===== config.mk =====
export PLATFORM = sky130hd
export DESIGN_NAME = hw_brk_unit
export DESIGN_NICKNAME = d
export VERILOG_FILES = /design/src/rtl/hw_brk_unit.sv
export SDC_FILE = /design/constraint.sdc
export NUM_CORES = 1
export LEC_CHECK = 0
export ABC_AREA = 1
export BUFFER_PORTS_ARGS = -buffer_cell sky130_fd_sc_hd__clkbuf_2
export CAP_MARGIN = 20
export CORE_ASPECT_RATIO = 0.9
export CORE_MARGIN = 2
export CORE_UTILIZATION = 35
export DETAILED_ROUTE_END_ITERATION = 16
export SLEW_MARGIN = 25
export SYNTH_ARGS = -nofsm -noshare
export SYNTH_HDL_FRONTEND = slang
export SYNTH_SLANG_ARGS = --single-unit

===== constraint.sdc =====
create_clock -name clk -period 2.3 [get_ports clk]
set_input_delay 0.115 -clock clk [delete_from_list [all_inputs] [get_ports clk]]
set_output_delay 0.115 -clock clk [all_outputs]
set_load 0.005 [all_outputs]

===== src/rtl/hw_brk_unit.sv =====
module hw_brk_unit #(
  parameter int AW = 32
) (
  input  logic          clk,
  input  logic          rst_n,
  input  logic          reg_wr,
  input  logic [2:0]    reg_sel,
  input  logic [31:0]   reg_wdata,
  output logic [31:0]   reg_rdata,
  input  logic          fetch_valid,
  input  logic [AW-1:0] fetch_addr,
  input  logic          insn_done,
  input  logic          data_valid,
  input  logic          data_write,
  input  logic [AW-1:0] data_addr,
  input  logic [1:0]    data_size,
  output logic          bp_trap,
  output logic [1:0]    bp_slot,
  output logic          step_trap
);
  localparam int NS = 4;

  logic [AW-1:0] addr_q [NS];
  logic [31:0]   ctrl_q;
  logic [31:0]   ctrl_fix;
  logic [4:0]    stat_q;
  logic          tf_q, rf_q;
  logic [NS-1:0] ihit, dhit, hit, io_kind;

  wire wr_ctrl  = reg_wr && reg_sel == 3'd4;
  wire wr_stat  = reg_wr && reg_sel == 3'd5;
  wire wr_flags = reg_wr && reg_sel == 3'd6;

  function automatic logic [1:0] len_log(input logic [1:0] code);
    case (code)
      2'b00:   len_log = 2'd0;
      2'b01:   len_log = 2'd1;
      2'b11:   len_log = 2'd2;
      default: len_log = 2'd3;
    endcase
  endfunction

  always_comb begin
    ctrl_fix = reg_wdata & 32'hFFFF_0055;
    for (int i = 0; i < NS; i++)
      if (reg_wdata[16+4*i +: 2] == 2'b00) ctrl_fix[18+4*i +: 2] = 2'b00;
  end

  for (genvar i = 0; i < NS; i++) begin : g_slot
    wire          en   = ctrl_q[2*i];
    wire [1:0]    kind = ctrl_q[16+4*i +: 2];
    wire [1:0]    lcod = ctrl_q[18+4*i +: 2];
    wire [1:0]    sh   = (len_log(lcod) > data_size) ? len_log(lcod) : data_size;
    wire [AW-1:0] msk  = {AW{1'b1}} << sh;

    assign ihit[i]    = fetch_valid && en && kind == 2'b00 && !rf_q && fetch_addr == addr_q[i];
    assign dhit[i]    = data_valid && en && (kind == 2'b11 || (kind == 2'b01 && data_write))
                        && ((data_addr ^ addr_q[i]) & msk) == '0;
    assign io_kind[i] = kind == 2'b10;

    always_ff @(posedge clk or negedge rst_n)
      if (!rst_n) addr_q[i] <= '0;
      else if (reg_wr && reg_sel == 3'(i)) addr_q[i] <= reg_wdata[AW-1:0];

    AST_INSN_LEN_ZERO: assert property (@(posedge clk) disable iff (!rst_n)
      kind == 2'b00 |-> lcod == 2'b00);
  end

  assign hit       = ihit | dhit;
  assign bp_trap   = |hit;
  assign bp_slot   = hit[0] ? 2'd0 : hit[1] ? 2'd1 : hit[2] ? 2'd2 : hit[3] ? 2'd3 : 2'd0;
  assign step_trap = insn_done && tf_q;

  always_ff @(posedge clk or negedge rst_n)
    if (!rst_n) ctrl_q <= '0;
    else if (wr_ctrl) ctrl_q <= ctrl_fix;

  always_ff @(posedge clk or negedge rst_n)
    if (!rst_n) stat_q <= '0;
    else stat_q <= (wr_stat ? {reg_wdata[14], reg_wdata[3:0]} : stat_q) | {step_trap, hit};

  always_ff @(posedge clk or negedge rst_n)
    if (!rst_n) begin
      tf_q <= 1'b0;
      rf_q <= 1'b0;
    end else if (wr_flags) begin
      tf_q <= reg_wdata[8];
      rf_q <= reg_wdata[16];
    end else if (insn_done) begin
      rf_q <= 1'b0;
    end

  always_comb
    case (reg_sel)
      3'd0, 3'd1, 3'd2, 3'd3: reg_rdata = 32'(addr_q[reg_sel[1:0]]);
      3'd4:    reg_rdata = ctrl_q;
      3'd5:    reg_rdata = {17'b0, stat_q[4], 10'b0, stat_q[3:0]};
      3'd6:    reg_rdata = {15'b0, rf_q, 7'b0, tf_q, 8'b0};
      default: reg_rdata = '0;
    endcase

  AST_STAT_STICKY: assert property (@(posedge clk) disable iff (!rst_n)
    !$past(wr_stat) |-> (stat_q & $past(stat_q)) == $past(stat_q));
  AST_HIT_RECORD: assert property (@(posedge clk) disable iff (!rst_n)
    bp_trap |=> stat_q[$past(bp_slot)]);
  AST_STEP_RECORD: assert property (@(posedge clk) disable iff (!rst_n)
    step_trap |=> stat_q[4]);
  AST_RF_AUTOCLEAR: assert property (@(posedge clk) disable iff (!rst_n)
    insn_done && !wr_flags |=> !rf_q);
  AST_IO_SILENT: assert property (@(posedge clk) disable iff (!rst_n)
    (hit & io_kind) == '0);
  AST_DISABLED_SILENT: assert property (@(posedge clk) disable iff (!rst_n)
    bp_trap |-> ctrl_q[2*bp_slot]);
endmodule


==> flow_summary.yaml, run 1 <==
clock_network:
  cts.sinks: 155
  worst_setup_hold_path_clk_slew_ns: 0.07
  cts_max_path_buffers: 2
  cts.root.buffer_cell: "clkbuf_16"
  cts_tree: "built"
  htree_num_levels: 4
  cts_inserted_buffers: 17
  clock_latency_late_sink_ns: 0.45
logic_synthesis:
  post_synth.cell_area_avg_um2: 6.65
  synth.ff_latch_count: 155
  post_synth_instance_area_mm2: 0.0109
  post_synth_net_total: 1764
  synth.distinct_cells: 35
  synth_top_cells_by_area: "dfrtp_1, nand2_1, o21ai_0"
  yosys_warnings: 0
  netlist_instances: 1638
  synth_sequential_area_ratio_pct: 35.6
  netlist.area_leader.share_pct: 35.6
  yosys.area.top_type: "dfrtp_1"
sta:
  slew_headroom_pct: 33.0
  final_slew_viol_count: 0
  timing.final.crit_period_ns: 2.86
  setup_viol: 4
  grt_setup_unrepaired: "yes"
  worst_slew_pin_slew_ns: 0.994
  timing.final.crit_share_pct: 125
  tns_ns: -1.67
  post-route-worst-setup-slack_ns: -0.564
  timing.clock.skew_ns: 0.0124
  fin_hold_ws_ns: 0.0126
  maxClockFrequency_mhz: 349
  report.final.hold_viol_count: 0
cells_and_area:
  multiInputGateArea_mm2: 0.00608
  design.final.nets: 2009
  layout.cells.most_common: "nand2_1"
  syn2layout_area_growth_pct: 26.5
  drive_gt1_share_pct: 18.4
  finished_layout_cells: 2307
  layout_common_cells: "nand2_1, o21ai_0, inv_1"
  regArea_mm2: 0.00388
  nFillCells: 3274
  stdcell_area_mm2: 0.0138
placed_design:
  place.gp.congestion: 1.07
  dpl_worst_slack_ns: -0.0793
  post-dp-hpwl_um: 49500
  io_buffers: 143
  place_area_mm2: 0.0128
  place_inst: 2243
routing:
  drt_wl_total_um: 61400
  detail_route.drc_violations: 0
  routed-via-count: 12889
  initialDrtViolationCount: 1610
  number_of_antenna_violating_nets_in_the_routed_design: 0
  ratio_of_routed_vias_to_standard_cells: 5.59
  first_pass_iters: 6
  wl_per_cell_um: 26.6
power:
  combinationalPowerShare_pct: 37.2
  power.net_switching_w: 0.00470
  p_per_area_mw_per_mm2: 810
  clock_power_share_pct: 27.2
  cell_internal_pwr_w: 0.00647
  power_switching_share_pct: 42.1
  pwr-share-seq_pct: 35.6
  leakagePower_nw: 6.98
  vdd_ir_drop_max_v: 0.000553
global_routing:
  grt_first_pass_wirelength_um: 85800
  first_global_vias: 11834
  antenna_found_initial: 3
  grt_busiest_layer: "met2"
  grt.overflow.total: 0
  gr-usage-met3_pct: 8.65
  grt_max_degree: 57
  met2_usage_pct: 55.4
  gr-usage-met1_pct: 54.0
  gr-usage-all-layers_pct: 37.7
setup_path:
  critPathMostFrequentCell: "nand2_1"
  crit_path_cells: "inv_1, buf_4, nand2_1, nand4_1, nor3_1, nand2_1, nor2_1, nand3_1, nand2_4, nand2_2, a21oi_2, buf_2"
  cp_max_fo: 4
  cp_data_required_time_ns: 2.18
  critical-path-slowest-cell: "dfrtp_1"
  wp_data_arrival_ns: 2.75
  kind_of_end_point_of_the_critical_path: "output pin"
  critical_path_startpoint_category: "register"
  critical_path_class: "register to output pin"
  peak_per_stage_delay_on_the_critical_path_ns: 0.45
outcome:
  violations_in_the_final_reports: "negative setup slack"
  outcome: "finished with violations"
die:
  die_width_um: 190
  placement_rows: 61
  ios: 144
  start_util_pct: 35.4
  die_y_extent_um: 171
  die_area_mm2: 0.0326
  placeableCoreArea_mm2: 0.0308
min_path:
  worst_hold_path_type: "input port to register"
job:
  max_cap_violations: 0
-- critical path: cells and delay by family (launching register included) --
kind / cells / cell delay (ns)
AND/OR/NAND/NOR: 8 / 1.38
flip-flops: 1 / 0.45
buffers and inverters: 3 / 0.35
AO/OA/AOI/OAI: 1 / 0.12
-- final timing paths --
check	from	to	slack, ns	cells past startpoint
setup / recovery	addr_q[4]$_DFFE_PN0P_	bp_slot[0]	-0.56	12
min in group asynchronous	rst_n	ctrl_q[27]$_DFFE_PN0P_	0.21	2
setup reg to reg	addr_q[36]$_DFFE_PN0P_	stat_q[2]$_DFF_PN0_	-0.09	15
max in group asynchronous	rst_n	addr_q[113]$_DFFE_PN0P_	1.38	3
hold / removal	reg_wr	rf_q$_DFFE_PN0P_	0.01	3
hold reg to reg	addr_q[16]$_DFFE_PN0P_	addr_q[16]$_DFFE_PN0P_	0.50	2
-- sequential cells by signal, indices dropped and copies added, names as in the netlist --
name,cells
rf_q,1
tf_q,1
ctrl_q,20
stat_q,5
addr_q,128
-- stage by stage --
| stage | power (W) | util, % |
|---|---|---|
| 2_1_floorplan | 0.00568 | - |
| 3_3_place_gp | 0.00772 | 41.5 |
| 3_5_place_dp | 0.00774 | 41.5 |
| 4_1_cts | 0.0109 | 44.5 |
| 5_1_grt | 0.0116 | 44.8 |
| 6_report | 0.0112 | 44.8 |
-- kinds of logic after synthesis --
group / share of synthesized area (%)
AOI/OAI and AO/OA: 18.1
and+or+nand+nor: 28.4
DFF: 35.6
adders and majority gates: 2.07
buffers and inverters: 9.94
xor gates and xnor gates: 5.95
-- power by group through the flow --
stage / clock network (W) / registers (W) / logic [W]
after detailed placement: 0 / 0.00397 / 0.00377
final: 0.00304 / 0.00398 / 0.00415
after CTS: 0.00304 / 0.00394 / 0.00392
after global placement: 0 / 0.00397 / 0.00375
after global routing: 0.00315 / 0.00401 / 0.00447
after floorplan: 0 / 0.00371 / 0.00197
-- synthesized netlist by cell type --
library cell / number
o21ai_0: 227
nor2_1: 121
o2111ai_1: 1
o2bb2ai_1: 11
nand4_1: 35
xor2_1: 32
o21ai_1: 1
inv_1: 225
a21oi_1: 9
dfrtp_1: 155
a22oi_1: 3
o221ai_1: 3
a22o_1: 3
ha_1: 18
or2_2: 3
a221o_1: 1
nor2_4: 5
nand2_1: 527
clkbuf_2: 4
nand3_1: 40
nand3b_1: 4
nor3_1: 19
clkbuf_1: 33
nand2_2: 4
o21bai_1: 3
a221oi_1: 8
xnor2_1: 42
inv_2: 7
nor2_2: 1
nand2_4: 1
buf_4: 2
buf_2: 10
o211ai_1: 6
buf_1: 1
o22ai_1: 73
-- what timing repair did --
action                                  CTS  global route
buffers inserted                          8             4
pin swaps                                18            13
endpoints found under the hold margin    98             0
resized for setup                        33            20
endpoints found under the setup margin    3             7
hold buffers                             18             0
-- layout make-up --
type,instances,share of cell area [%]
multi-input cells,1201,44.1
clock buffers,20,3.38
diodes,2,0.0363
repair buffers,276,13.3
well taps,409,3.71
flip-flops and latches,155,28.1
clock inverters,12,0.989
inverters,232,6.33
-- per-layer routing --
metal / wire length (um) / up-vias
li1: - / 5782
met4: 2310 / 2
met3: 6690 / 115
met5: 13 / -
met1: 27000 / 6146
met2: 25300 / 844
(Power assumes the default switching activity.)
==> inputs of run 2 (changes only) <==
--- a/config.mk
+++ b/config.mk
@@ -8,5 +8,4 @@
 export ABC_AREA = 1
 export BUFFER_PORTS_ARGS = -buffer_cell sky130_fd_sc_hd__clkbuf_2
-export CAP_MARGIN = 20
 export CORE_ASPECT_RATIO = 0.9
 export CORE_MARGIN = 2
==> constraint.sdc (replaced) <==
create_clock -name clk -period 2.3 [get_ports clk]
set_input_delay 0.23 -clock clk [delete_from_list [all_inputs] [get_ports clk]]
set_output_delay 0.23 -clock clk [all_outputs]
set_load 0.005 [all_outputs]
==> run 2 against run 1 <==
The run still ends with negative setup slack left. Clock skew about the same. Combinational power increased by 9.2%. Global-route usage increased by 2.6 points. Maximum frequency decreased by 1.6%. First-iteration DRC count increased by 18%. Sequential power about the same. Power increased by 4.2%. Critical path type unchanged. Critical endpoint unchanged. Largest cell class unchanged. Largest power group unchanged.
==> flow_summary.yaml, run 2 (same netlist as run 1, synthesis figures left out) <==
outcome:
  outcome: "finished with violations"
  violations_in_the_final_reports: "negative setup slack"
sta:
  final_slew_viol_count: 0
  slew_headroom_pct: 46.5
  setup_viol: 3
  timing.final.crit_period_ns: 2.91
  grt_setup_unrepaired: "yes"
  report.final.hold_viol_count: 0
  timing.clock.skew_ns: 0.0122
  post-route-worst-setup-slack_ns: -0.610
  timing.final.crit_share_pct: 127
  tns_ns: -1.76
  worst_slew_pin_slew_ns: 0.802
  maxClockFrequency_mhz: 344
global_routing:
  gr-usage-all-layers_pct: 40.3
  antenna_found_initial: 1
  grt_first_pass_wirelength_um: 90700
  first_global_vias: 12473
  grt.overflow.total: 0
  grt_max_degree: 65
die:
  die_width_um: 190
  ios: 144
  placement_rows: 61
  start_util_pct: 35.4
  placeableCoreArea_mm2: 0.0308
  die_y_extent_um: 171
  die_area_mm2: 0.0326
clock_network:
  cts.root.buffer_cell: "clkbuf_16"
  cts_tree: "built"
  clock_latency_late_sink_ns: 0.46
  cts_max_path_buffers: 2
  cts_inserted_buffers: 17
  worst_setup_hold_path_clk_slew_ns: 0.07
  htree_num_levels: 4
  cts.sinks: 155
placed_design:
  io_buffers: 143
  place.gp.congestion: 1.07
  place_area_mm2: 0.0135
  post-dp-hpwl_um: 53600
setup_path:
  kind_of_end_point_of_the_critical_path: "output pin"
  crit_path_cells: "ha_4, nor2_4, inv_2, ha_4, inv_2, o21bai_1, buf_4, nand3b_1, nand2_2, o21ai_1, nand2_1, nand3_2, nand2_4, nand2_2, a21oi_2, buf_2"
  critical-path-top-delay-family: "simple AND/OR/NAND/NOR gates"
  critical_path_startpoint_category: "register"
  cp_max_fo: 3
  wp_data_arrival_ns: 2.68
  cp_data_required_time_ns: 2.07
  peak_per_stage_delay_on_the_critical_path_ns: 0.45
  critical_path.n_buffers_inverters: 4
  critical-path-slowest-cell: "dfrtp_2"
  critical_path_class: "register to output pin"
routing:
  detail_route.drc_violations: 0
  drt_wl_total_um: 65000
  routed-via-count: 13338
  first_pass_iters: 6
  initialDrtViolationCount: 1896
  wl_per_cell_um: 27.3
  ratio_of_routed_vias_to_standard_cells: 5.60
  number_of_antenna_violating_nets_in_the_routed_design: 0
cells_and_area:
  layout_top_registers: "addr_q (128), ctrl_q (20), stat_q (5)"
  largest_reg_flops: 128
  drive_gt1_share_pct: 22.2
  nFillCells: 3238
  layout.cells.most_common: "nand2_1"
  layout_common_cells: "nand2_1, o21ai_0, inv_1"
  max_flop_register: "addr_q"
  stdcell_area_mm2: 0.0143
  design.final.nets: 2084
  syn2layout_area_growth_pct: 31.5
power:
  p_per_area_mw_per_mm2: 812
  power_switching_share_pct: 41.0
  combinationalPowerShare_pct: 38.9
  clock_power_share_pct: 26.9
  vdd_ir_drop_max_v: 0.000589
  power.net_switching_w: 0.00477
  pwr-share-seq_pct: 34.2
  cell_internal_pwr_w: 0.00687
  leakagePower_nw: 7.37
min_path:
  worst_hold_path_type: "input port to register"
job:
  max_cap_violations: 0
[run 2: layer usage]
metal / track usage, % / vias up / routed length [um]
met5: 0 / - / 0
met2: 59.1 / 803 / 26800
met1: 57.9 / 6483 / 29100
met3: 8.71 / 117 / 6630
met4: 14.8 / 0 / 2410
li1: - / 5935 / -
[run 2: final cells by class]
class / count / area (um2) / area share [%]
repair buffers: 351 / 2350 / 16.4
clock inverters: 10 / 164 / 1.14
flip-flops and latches: 155 / 3880 / 27.1
clock buffers: 21 / 460 / 3.21
inverters: 232 / 871 / 6.07
well taps: 409 / 512 / 3.57
multi-input cells: 1201 / 6090 / 42.5
diodes: 1 / 2.50 / 0.0175
[run 2: final timing paths]
kind                                        start                      to  slack (ns)  depth (start not counted)
hold reg to reg            addr_q[16]$_DFFE_PN0P_  addr_q[16]$_DFFE_PN0P_        0.51                          2
setup reg to reg           addr_q[90]$_DFFE_PN0P_     stat_q[1]$_DFF_PN0_        0.07                         10
min in group asynchronous                   rst_n   addr_q[1]$_DFFE_PN0P_        0.26                          2
setup / recovery           ctrl_q[31]$_DFFE_PN0P_              bp_slot[0]       -0.61                         16
max in group asynchronous                   rst_n  addr_q[15]$_DFFE_PN0P_        1.31                          3
hold / removal                      reg_wdata[14]     stat_q[4]$_DFF_PN0_        0.01                          3
[run 2: per-stage QoR]
| stage | worst slack [ns] | utilization, % | hold slack [ns] | total power, W | std cells |
|---|---|---|---|---|---|
| detailed placement | -0.209 | 43.8 | 0.170 | 0.00817 | 2337 |
| global placement | -0.162 | 43.8 | 0.167 | 0.00816 | 2337 |
| global route | -0.772 | 46.6 | 0.0329 | 0.0121 | 2379 |
| finish | -0.610 | 46.6 | 0.0140 | 0.0116 | 2380 |
| CTS | -0.567 | 46.4 | 0.00353 | 0.0114 | 2376 |
| floorplan | 0.170 | - | -0.0656 | 0.00568 | 1638 |
[run 2: worst reg2reg max path, delay by kind of cell (launching register included)]
family          cells  cell delay, ns
buf+inv             2            0.21
xor+xnor            1            0.38
simple gates        5            0.87
flops               1            0.46
compound gates      2            0.22
[run 2: power groups by stage]
stage          registers (W)  logic [W]  clock network [W]
2_1_floorplan        0.00371    0.00197                  0
3_3_place_gp         0.00397    0.00419                  0
3_5_place_dp         0.00397    0.00420                  0
4_1_cts              0.00394    0.00433            0.00314
5_1_grt              0.00402    0.00485            0.00325
6_report             0.00398    0.00453            0.00313
[run 2: what timing repair did]
action | CTS | global route
endpoints found under the hold margin | 36 | 0
setup buffers | 6 | 3
hold buffers | 2 | 0
pin swaps | 17 | 25
endpoints found under the setup margin | 3 | 7
resized for setup | 36 | 17
